==> config.mk <==
export PLATFORM = sky130hd
export DESIGN_NAME = mmt_timer
export DESIGN_NICKNAME = d
export VERILOG_FILES = /design/src/rtl/mmt_pkg.sv /design/src/rtl/mmt_channel.sv /design/src/rtl/mmt_snap.sv /design/src/rtl/mmt_timer.sv
export SDC_FILE = /design/constraint.sdc
export NUM_CORES = 2
export LEC_CHECK = 0
export ABC_AREA = 1
export BUFFER_PORTS_ARGS = -buffer_cell sky130_fd_sc_hd__buf_2
export CAP_MARGIN = 25
export CORE_UTILIZATION = 50
export DETAILED_ROUTE_END_ITERATION = 8
export PLACE_DENSITY = 0.7
export SYNTH_ARGS = -nofsm -noshare
export SYNTH_HDL_FRONTEND = slang
export SYNTH_SLANG_ARGS = --single-unit
==> constraint.sdc <==
create_clock -name clk -period 7.7 [get_ports clk]
set_clock_uncertainty 0.05 [all_clocks]
set_input_delay 2.31 -clock clk [delete_from_list [all_inputs] [get_ports clk]]
set_output_delay 2.31 -clock clk [all_outputs]
set_load 0.01 [all_outputs]
==> src/rtl/mmt_pkg.sv <==
`timescale 1ns/1ps
package mmt_pkg;

    typedef enum logic [3:0] {
        REG_NONE,
        REG_MATCH,
        REG_PRELOAD,
        REG_RSEL,
        REG_STATUS,
        REG_IEN,
        REG_ICLR,
        REG_RUN,
        REG_SNAP
    } mmt_reg_e;

    typedef struct packed {
        mmt_reg_e   kind;
        logic [7:0] idx;
    } mmt_dec_t;

    // Total number of word offsets used by the map.
    function automatic int mmt_span(input int nt, input int nc);
        return nt * nc + 6 * nt + 1;
    endfunction

    // Map a word offset to a register class and an index inside the class.
    function automatic mmt_dec_t mmt_decode(input logic [7:0] addr, input int nt, input int nc);
        mmt_dec_t d;
        int w;
        int b;
        w      = int'(addr);
        b      = nt * nc;
        d.kind = REG_NONE;
        d.idx  = '0;
        if (w < b) begin
            d.kind = REG_MATCH;   d.idx = 8'(w);
        end else if (w < b + nt) begin
            d.kind = REG_PRELOAD; d.idx = 8'(w - b);
        end else if (w < b + 2 * nt) begin
            d.kind = REG_RSEL;    d.idx = 8'(w - b - nt);
        end else if (w < b + 3 * nt) begin
            d.kind = REG_STATUS;  d.idx = 8'(w - b - 2 * nt);
        end else if (w < b + 4 * nt) begin
            d.kind = REG_IEN;     d.idx = 8'(w - b - 3 * nt);
        end else if (w < b + 5 * nt) begin
            d.kind = REG_ICLR;    d.idx = 8'(w - b - 4 * nt);
        end else if (w == b + 5 * nt) begin
            d.kind = REG_RUN;     d.idx = '0;
        end else if (w < mmt_span(nt, nc)) begin
            d.kind = REG_SNAP;    d.idx = 8'(w - b - 5 * nt - 1);
        end
        return d;
    endfunction

endpackage

==> src/rtl/mmt_channel.sv <==
`timescale 1ns/1ps
module mmt_channel #(
    parameter int NUM_CMP = 3,
    parameter int CNT_W   = 32
) (
    input  logic                            clk,
    input  logic                            rst,
    input  logic                            tick,
    input  logic                            run,
    input  logic [NUM_CMP-1:0][CNT_W-1:0]   match,
    input  logic [CNT_W-1:0]                preload,
    input  logic [NUM_CMP-1:0]              rsel,
    input  logic [NUM_CMP-1:0]              ien,
    input  logic [NUM_CMP-1:0]              clr,
    output logic [CNT_W-1:0]                count,
    output logic [NUM_CMP-1:0]              status,
    output logic                            irq
);

    logic               step;
    logic               reload;
    logic [NUM_CMP-1:0] hit;

    assign step = tick & run;

    for (genvar c = 0; c < NUM_CMP; c++) begin : g_cmp
        assign hit[c] = step && (count == match[c]);
    end

    assign reload = |(hit & rsel);

    always_ff @(posedge clk) begin
        if (rst) begin
            count <= '0;
        end else if (step) begin
            count <= reload ? preload : count + 1'b1;
        end
    end

    always_ff @(posedge clk) begin
        if (rst) begin
            status <= '0;
        end else begin
            status <= (status & ~clr) | hit;
        end
    end

    assign irq = |(status & ien);

endmodule

==> src/rtl/mmt_snap.sv <==
`timescale 1ns/1ps
module mmt_snap #(
    parameter int CNT_W = 32,
    parameter int LAT   = 3
) (
    input  logic             clk,
    input  logic             rst,
    input  logic             req,
    input  logic [CNT_W-1:0] live,
    output logic [CNT_W-1:0] snap
);

    logic [LAT-1:0] pipe;

    if (LAT == 1) begin : g_one
        always_ff @(posedge clk) begin
            if (rst) pipe <= '0;
            else     pipe <= req;
        end
    end else begin : g_many
        always_ff @(posedge clk) begin
            if (rst) pipe <= '0;
            else     pipe <= {pipe[LAT-2:0], req};
        end
    end

    always_ff @(posedge clk) begin
        if (rst) begin
            snap <= '0;
        end else if (pipe[LAT-1]) begin
            snap <= live;
        end
    end

endmodule

==> src/rtl/mmt_timer.sv <==
`timescale 1ns/1ps
module mmt_timer
    import mmt_pkg::*;
#(
    parameter int NUM_TMR = 3,
    parameter int NUM_CMP = 3,
    parameter int CNT_W   = 32,
    parameter int DATA_W  = 32,
    parameter int ADDR_W  = 6,
    parameter int CAP_LAT = 3
) (
    input  logic              clk,
    input  logic              rst,
    input  logic              tick,
    input  logic              bus_sel,
    input  logic              bus_wr,
    input  logic [ADDR_W-1:0] bus_addr,
    input  logic [DATA_W-1:0] bus_wdata,
    output logic [DATA_W-1:0] bus_rdata,
    output logic [NUM_TMR-1:0] irq
);

    localparam int SPAN = mmt_span(NUM_TMR, NUM_CMP);

    mmt_dec_t dec;
    logic     wr_en;
    logic     rd_en;

    logic [NUM_TMR-1:0][NUM_CMP-1:0][CNT_W-1:0] match_q;
    logic [NUM_TMR-1:0][CNT_W-1:0]              pre_q;
    logic [NUM_TMR-1:0][CNT_W-1:0]              cnt_w;
    logic [NUM_TMR-1:0][CNT_W-1:0]              snap_w;
    logic [NUM_TMR-1:0][NUM_CMP-1:0]            rsel_q;
    logic [NUM_TMR-1:0][NUM_CMP-1:0]            ien_q;
    logic [NUM_TMR-1:0][NUM_CMP-1:0]            stat_w;
    logic [NUM_TMR-1:0][NUM_CMP-1:0]            clr_p;
    logic [NUM_TMR-1:0]                         en_q;
    logic [NUM_TMR-1:0]                         cap_req;

    assign dec   = mmt_decode(8'(bus_addr), NUM_TMR, NUM_CMP);
    assign wr_en = bus_sel & bus_wr;
    assign rd_en = bus_sel & ~bus_wr;

    always_ff @(posedge clk) begin
        if (rst) begin
            en_q <= '0;
        end else if (wr_en && dec.kind == REG_RUN) begin
            en_q <= bus_wdata[NUM_TMR-1:0];
        end
    end

    for (genvar t = 0; t < NUM_TMR; t++) begin : g_tmr
        logic [NUM_CMP-1:0][CNT_W-1:0] m_q;
        logic [CNT_W-1:0]              p_q;
        logic [NUM_CMP-1:0]            r_q;
        logic [NUM_CMP-1:0]            e_q;
        logic                          sel_t;

        assign sel_t = (dec.idx == 8'(t));

        always_ff @(posedge clk) begin
            if (rst) begin
                m_q <= '1;
                p_q <= '0;
                r_q <= '0;
                e_q <= '0;
            end else if (wr_en) begin
                for (int c = 0; c < NUM_CMP; c++) begin
                    if (dec.kind == REG_MATCH && dec.idx == 8'(t * NUM_CMP + c)) begin
                        m_q[c] <= bus_wdata[CNT_W-1:0];
                    end
                end
                if (sel_t && dec.kind == REG_PRELOAD) p_q <= bus_wdata[CNT_W-1:0];
                if (sel_t && dec.kind == REG_RSEL)    r_q <= bus_wdata[NUM_CMP-1:0];
                if (sel_t && dec.kind == REG_IEN)     e_q <= bus_wdata[NUM_CMP-1:0];
            end
        end

        assign match_q[t] = m_q;
        assign pre_q[t]   = p_q;
        assign rsel_q[t]  = r_q;
        assign ien_q[t]   = e_q;

        assign clr_p[t]   = (wr_en && sel_t && dec.kind == REG_ICLR) ? bus_wdata[NUM_CMP-1:0] : '0;
        assign cap_req[t] = wr_en && sel_t && dec.kind == REG_SNAP && bus_wdata[0];

        mmt_channel #(
            .NUM_CMP (NUM_CMP),
            .CNT_W   (CNT_W)
        ) u_chan (
            .clk     (clk),
            .rst     (rst),
            .tick    (tick),
            .run     (en_q[t]),
            .match   (m_q),
            .preload (p_q),
            .rsel    (r_q),
            .ien     (e_q),
            .clr     (clr_p[t]),
            .count   (cnt_w[t]),
            .status  (stat_w[t]),
            .irq     (irq[t])
        );

        mmt_snap #(
            .CNT_W (CNT_W),
            .LAT   (CAP_LAT)
        ) u_snap (
            .clk  (clk),
            .rst  (rst),
            .req  (cap_req[t]),
            .live (cnt_w[t]),
            .snap (snap_w[t])
        );
    end

    always_comb begin
        bus_rdata = '0;
        if (rd_en && int'(bus_addr) < SPAN) begin
            for (int t = 0; t < NUM_TMR; t++) begin
                for (int c = 0; c < NUM_CMP; c++) begin
                    if (dec.kind == REG_MATCH && dec.idx == 8'(t * NUM_CMP + c)) begin
                        bus_rdata = DATA_W'(match_q[t][c]);
                    end
                end
                if (dec.idx == 8'(t)) begin
                    case (dec.kind)
                        REG_PRELOAD: bus_rdata = DATA_W'(pre_q[t]);
                        REG_RSEL:    bus_rdata = DATA_W'(rsel_q[t]);
                        REG_STATUS:  bus_rdata = DATA_W'(stat_w[t]);
                        REG_IEN:     bus_rdata = DATA_W'(ien_q[t]);
                        REG_SNAP:    bus_rdata = DATA_W'(snap_w[t]);
                        default:     ;
                    endcase
                end
            end
            if (dec.kind == REG_RUN) bus_rdata = DATA_W'(en_q);
        end
    end

endmodule

* After elaboration in Yosys (flattened, before gate mapping)
Cells that the tools add are included.
** Word-level totals
- Register bits :: 615
- Bits of input ports :: 43
- Output and inout port bits :: 35
- Word-level logic and storage cells :: 192
** Cells by class
- $add $sub $neg :: 10
- $lt $le $gt $ge :: 7
- Eq/ne operators :: 26
- Multiplexer cells :: 31
- Bitwise gates (word level) :: 21
- Reductions and logical operators :: 66
** Operators by type and width (count)
- $mux W32 :: 17
- $pmux W32 S5 :: 3
- $eq A32 B32 Y1 :: 9
- $add A32 B1 Y32 const B :: 3
- $mux W12 :: 8
- $logic_and A1 B1 Y1 :: 41
- $reduce_and A2 Y1 :: 18
- $eq A8 B3 Y1 const B :: 4
- $and A3 B3 Y3 :: 9
- $lt A6 B5 Y1 const B :: 4
- $sub A7 B5 Y8 const B :: 3
- $lt A6 B4 Y1 const B :: 3
- $reduce_or A3 Y1 :: 6
- $eq A4 B3 Y1 const B :: 4
- $eq A8 B2 Y1 const B :: 2
- $mux W3 :: 3
- $not A3 Y3 :: 3
- $or A3 B3 Y3 :: 3
- $eq A4 B2 Y1 const B :: 2
- $eq A8 B1 Y1 const B :: 1
- $eq A8 B4 Y1 const B :: 1
- $logic_not A8 Y1 :: 1
- $sub A7 B3 Y8 const B :: 1
- $sub A7 B4 Y8 const B :: 1
- other kinds (7) :: 11

* Longest topological paths before layout
- Depth after elaboration :: 30
- Depth in mapped cells :: 34
- Mapped depth without buffers :: 34

* By module
Synthesis repeated with hierarchy kept, for this count alone.
** Unflattened totals
- Cells, all modules :: 5954
- Area, all modules :: 37648.6 um2
** Modules (own cells, without submodules)
- mmt_timer :: instances 1, cells each 2792, area an instance 19924.1 um2, sequential area each 8107.8 um2
- mmt_channel :: instances 3, cells each 842, area an instance 4377.9 um2, sequential area each 700.7 um2
- mmt_snap :: instances 3, cells each 212, area an instance 1530.2 um2, sequential area each 700.7 um2

* Least setup slack after synthesis
No wires, ideal clock.
- Path type :: input port to output port
- From :: in bus_addr[1]
- To :: out bus_rdata[0]
- Arrival :: 5070 ps
- Data required time :: 5340 ps
- Setup slack :: 270 ps
- Stages :: 28
- Buffers on the path :: 2
- Cell sequence :: inv_1 > ha_1 > inv_1 > nand2_1 > nand2_2 > inv_1 > ha_1 > a21oi_1 > nor2_1 > nor2_1 > nand3_1 > o21ai_1 > nand2_1 > nand2_1 > nand2_1 > nand2_1 > nand2_1 > nand2_2 > nand2_1 > nor2_4 > buf_4 > buf_2 > nand2_1 > o2111ai_1 > nand2_1 > nand4_1 > nand2_1 > a21oi_1
** On the way
- Cells in the longest elaborated chain, start to end :: 30
- Elaborated cells on any way between the ends :: 66
- Classes of those cells :: add/sub: 7; order compare: 7; eq/ne: 16; mux: 25; reduce/logical: 11
** Ends and longest elaborated chain
- start: declaration :: RTL line mmt_timer.sv:17 : input logic [ADDR_W-1:0] bus_addr,
- $sub A6 B4 Y7
- $sub A7 B5 Y8 :: RTL line mmt_pkg.sv:50 : d.kind = REG_SNAP; d.idx = 8'(w - b - 5 * nt - 1);
- $sub A8 B2 Y8 :: RTL line mmt_pkg.sv:50
- $mux W12 :: RTL line mmt_pkg.sv:49 : end else if (w < mmt_span(nt, nc)) begin
- $mux W12 :: RTL line mmt_pkg.sv:47 : end else if (w == b + 5 * nt) begin
- $mux W12 :: RTL line mmt_pkg.sv:45 : end else if (w < b + 5 * nt) begin
- $mux W12 :: RTL line mmt_pkg.sv:43 : end else if (w < b + 4 * nt) begin
- $mux W12 :: RTL line mmt_pkg.sv:41 : end else if (w < b + 3 * nt) begin
- [... 10 more ...]
- $mux W32 (3 in a row) :: RTL line mmt_timer.sv:122 : if (dec.kind == REG_MATCH && dec.idx == 8'(t * NUM_CMP + c)) begin
- $pmux W32 S5 :: RTL line mmt_timer.sv:127 : case (dec.kind)
- $mux W32 :: RTL line mmt_timer.sv:126 : if (dec.idx == 8'(t)) begin
- $mux W32 (3 in a row) :: RTL line mmt_timer.sv:122
- $pmux W32 S5 :: RTL line mmt_timer.sv:127
- $mux W32 :: RTL line mmt_timer.sv:126
- $mux W32 :: RTL line mmt_timer.sv:137 : if (dec.kind == REG_RUN) bus_rdata = DATA_W'(en_q);
- $mux W32 * :: RTL line mmt_timer.sv:119 : if (rd_en && int'(bus_addr) < SPAN) begin
- end: declaration :: RTL line mmt_timer.sv:19 : output logic [DATA_W-1:0] bus_rdata,
Mark *: on every way between the ends. The rest lies on a longest branch, timed or not.

* Final worst setup path
- From :: in bus_addr[1]
- To :: out bus_rdata[4]
Same word-level chain as after synthesis.

==> impl_metrics.yaml <==
critical_path:
  required_ps: 5340
  reg2reg_from: "g_tmr[2].u_chan.count[6]"
  worstPathBufferInverterCount: 12
  cp_top_family: "buffers and inverters"
  crit_arrival_ps: 5690
  crit_type: "in2out"
  cp-start-kind: "primary input"
  slowest_stage: "a21oi_4"
  cp-end-kind: "primary output"
  crit_start: "bus_addr[1]"
  crit_fanout: 6
  max_stage_delay_ps: 190
  crit_top_cell: "nand2_1"
power:
  leakage_nw: 17.1
  seqPwrFrac_pct: 42.0
  p_clk_share_pct: 49.1
  peakVddDrop_mv: 0.190
  pwr-share-comb_pct: 8.8
  power_w: 0.00761
  power_switching_w: 0.00202
  switching_share_pct: 26.6
  power_density_mw_per_mm2: 189
  p_int_w: 0.00559
logic_synthesis:
  yosysWarnings: 0
  synth.distinct_cells: 61
  postSynthAreaPerCell_um2: 6.70
  ys_seq_area_share_pct: 36.0
  synth_nets: 5171
  syn-cell-area_mm2: 0.0342
  synthCells: 5113
  synth_seq_cells: 615
clock_tree:
  numCtsBuffers: 74
  clkTransAtPathRegs_ps: 60
  clk_latency_ps: 660
  clkSinkCount: 615
  htreeDepth: 3
  root_buffer: "clkbuf_16"
  cts_tree: "done"
  clock_path_buffers: 3
timing:
  period_needed_ps: 8050
  fmax_ghz: 0.124
  layout_setup_ws_ps: -353
  whs_ps: 346
  worst_pin_slew_ps: 1180
  slew_violations: 0
  rsz0062_at_grt: "true"
  setup-tns-final_ps: -7540
  fin_crit_sh_pct: 105
  finalHoldViolCount: 0
  setup_viol: 32
  maxSlewHeadroom_pct: 21.6
placed_design:
  dp.cells: 5925
  place_congestion: 1.06
  io_buffers: 77
  detailed_place_hpwl_mm: 118
  preCtsSetupSlack_ps: -745
grt:
  grt_overflow: 0
  grt_start_max_net_pins: 156
  grt_pass1_wl_mm: 229
  antenna_found_initial: 14
  track_usage_pct: 44.5
  grt_pass1_vias: 33600
finish:
  final_cell_count_no_fill: 6100
  area_delta_synth_final_pct: 17.9
  final_nets: 5221
  drive_above_1_share_pct: 13.9
  fill_cells: 6476
min_path:
  hp-start: "g_tmr[2].u_snap.pipe[1]"
  min_path_type: "reg2reg"
floorplanning:
  core_area_mm2: 0.0674
  die_y_um: 264
  die-area_mm2: 0.0695
  row_count: 95
  boundaryPins: 78
  initial_core_util_pct: 50.8
  die_width_um: 264
drt:
  wl_mm: 161
  drtAntennaViolNets: 0
  drt_iter0_markers: 5824
  dr.pass1.iters: 6
  drcViolationCount: 0
  routed_via_density: 6.26
  wl_per_cell_um: 26.3
  vias: 38200
job:
  drv_cap: 0
run_status:
  status: "finished, violations left"
  violations: "setup timing"
-- kinds of logic after synthesis --
family | Yosys count | share of synthesized area (%)
AOI/OAI and AO/OA | 1565 | 24.9
adders and majority gates | 15 | 0.548
DFF | 615 | 36.0
buffers and inverters | 958 | 10.9
xor gates and xnor gates | 171 | 4.38
and+or+nand+nor | 1789 | 23.3
-- layout by cell type, fill, tap and decap left out, types with 77 or more instances in the layout --
cell         n
a21oi_1    589
buf_4      183
clkbuf_16   80
dfxtp_1    612
inv_1      558
nand2_1    942
nand3_1    110
nand4_1    112
nor2_1     277
nor4_1      77
o211ai_1   127
o21ai_0    633
xor2_1     147
-- metrics by stage --
stage / instance area [um^2] / util [%]
after floorplan: 34200 / -
after global placement: 36100 / 53.6
after detailed placement: 36200 / 53.7
after CTS: 39700 / 58.9
after global routing: 40400 / 59.9
final: 40400 / 59.9
-- flip-flops by register name, summed over array words and instances, names as in the netlist --
name	count
en_q	3
g_tmr.e_q	9
g_tmr.m_q	288
g_tmr.p_q	96
g_tmr.r_q	9
g_tmr.u_chan.count	96
g_tmr.u_chan.status	9
g_tmr.u_snap.pipe	9
g_tmr.u_snap.snap	96
-- worst paths after layout --
check	cells past startpoint	slack, ps	to
worst max-delay path	32	-350	bus_rdata[4]
worst min-delay path	2	350	g_tmr[2].u_snap.pipe[2]
worst max register to register	15	2850	g_tmr[2].u_chan.count[31]
worst min register to register	2	350	g_tmr[2].u_snap.pipe[2]
-- power by group through the flow --
stage | clock network (W) | logic (W) | registers, W
after floorplan | 0 | 0.000290 | 0.00327
after global placement | 0 | 0.000563 | 0.00327
after detailed placement | 0 | 0.000564 | 0.00327
after CTS | 0.00373 | 0.000627 | 0.00320
after global routing | 0.00384 | 0.000701 | 0.00320
final | 0.00374 | 0.000673 | 0.00320
-- timing repair --
action	CTS	global route
setup buffers	14	11
pin swaps	105	91
resized for setup	204	108
hold buffers	0	0
gates cloned	3	8
setup endpoints to repair	32	32
-- layout make-up --
| type | count | area [um^2] | area share, % |
|---|---|---|---|
| diodes | 6 | 15.0 | 0.0372 |
| clock buffers | 108 | 2140 | 5.30 |
| well taps | 873 | 1090 | 2.71 |
| multi-input cells | 3540 | 19100 | 47.3 |
| flip-flops and latches | 615 | 12300 | 30.5 |
| clock inverters | 26 | 395 | 0.979 |
| inverters | 612 | 2350 | 5.83 |
| repair buffers | 320 | 2980 | 7.38 |
-- worst reg2reg max path: stages (launching register included) --
cell	delay, ps
dfxtp_1	570
inv_1	250
nor3_2	250
nand2_1	140
nor2_1	180
nand3_1	190
nor4_1	840
nand4_1	430
nor3_2	390
nand3_1	180
or3_1	370
nor3_1	410
a21oi_1	110
o21ai_0	130
o211ai_1	130
a21oi_1	140
-- Yosys cell counts, drive strengths merged --
cell type	count	area, um^2
o21ai	699	3510
nand3	141	741
and3	3	18.8
nor2	319	1290
nor3	70	432
o21bai	1	7.51
nand4	113	713
or3	5	31.3
a2111oi	12	105
a21o	1	7.51
o211ai	127	953
dfxtp	615	12300
clkbuf	261	982
o22ai	39	244
a211oi	13	97.6
a31o	3	26.3
xor2	147	1290
o31ai	4	30.0
nor4b	7	61.3
inv	594	2230
xnor2	24	210
buf	85	450
a2111o	3	33.8
a22oi	14	105
o221ai	7	61.3
a221oi	11	96.3
o2111ai	20	175
nor3b	8	60.1
nor4	82	553
o21a	2	15.0
clkinv	18	67.6
ha	15	188
nand2	1001	3810
or4	9	67.6
a21oi	607	3040
or2	28	175
nand3b	3	22.5
a31oi	2	12.5
-- layer usage --
layer / wire (um) / share of wire (%) / vias up / track usage [%]
li1: - / - / 17300 / -
met1: 68200 / 42 / 18000 / 64.5
met2: 63900 / 40 / 2532 / 61.9
met3: 21500 / 13 / 389 / 12.4
met4: 6710 / 4.2 / 16 / 16.8
met5: 311 / 0.19 / - / 1.11
(Power assumes the default switching activity.)
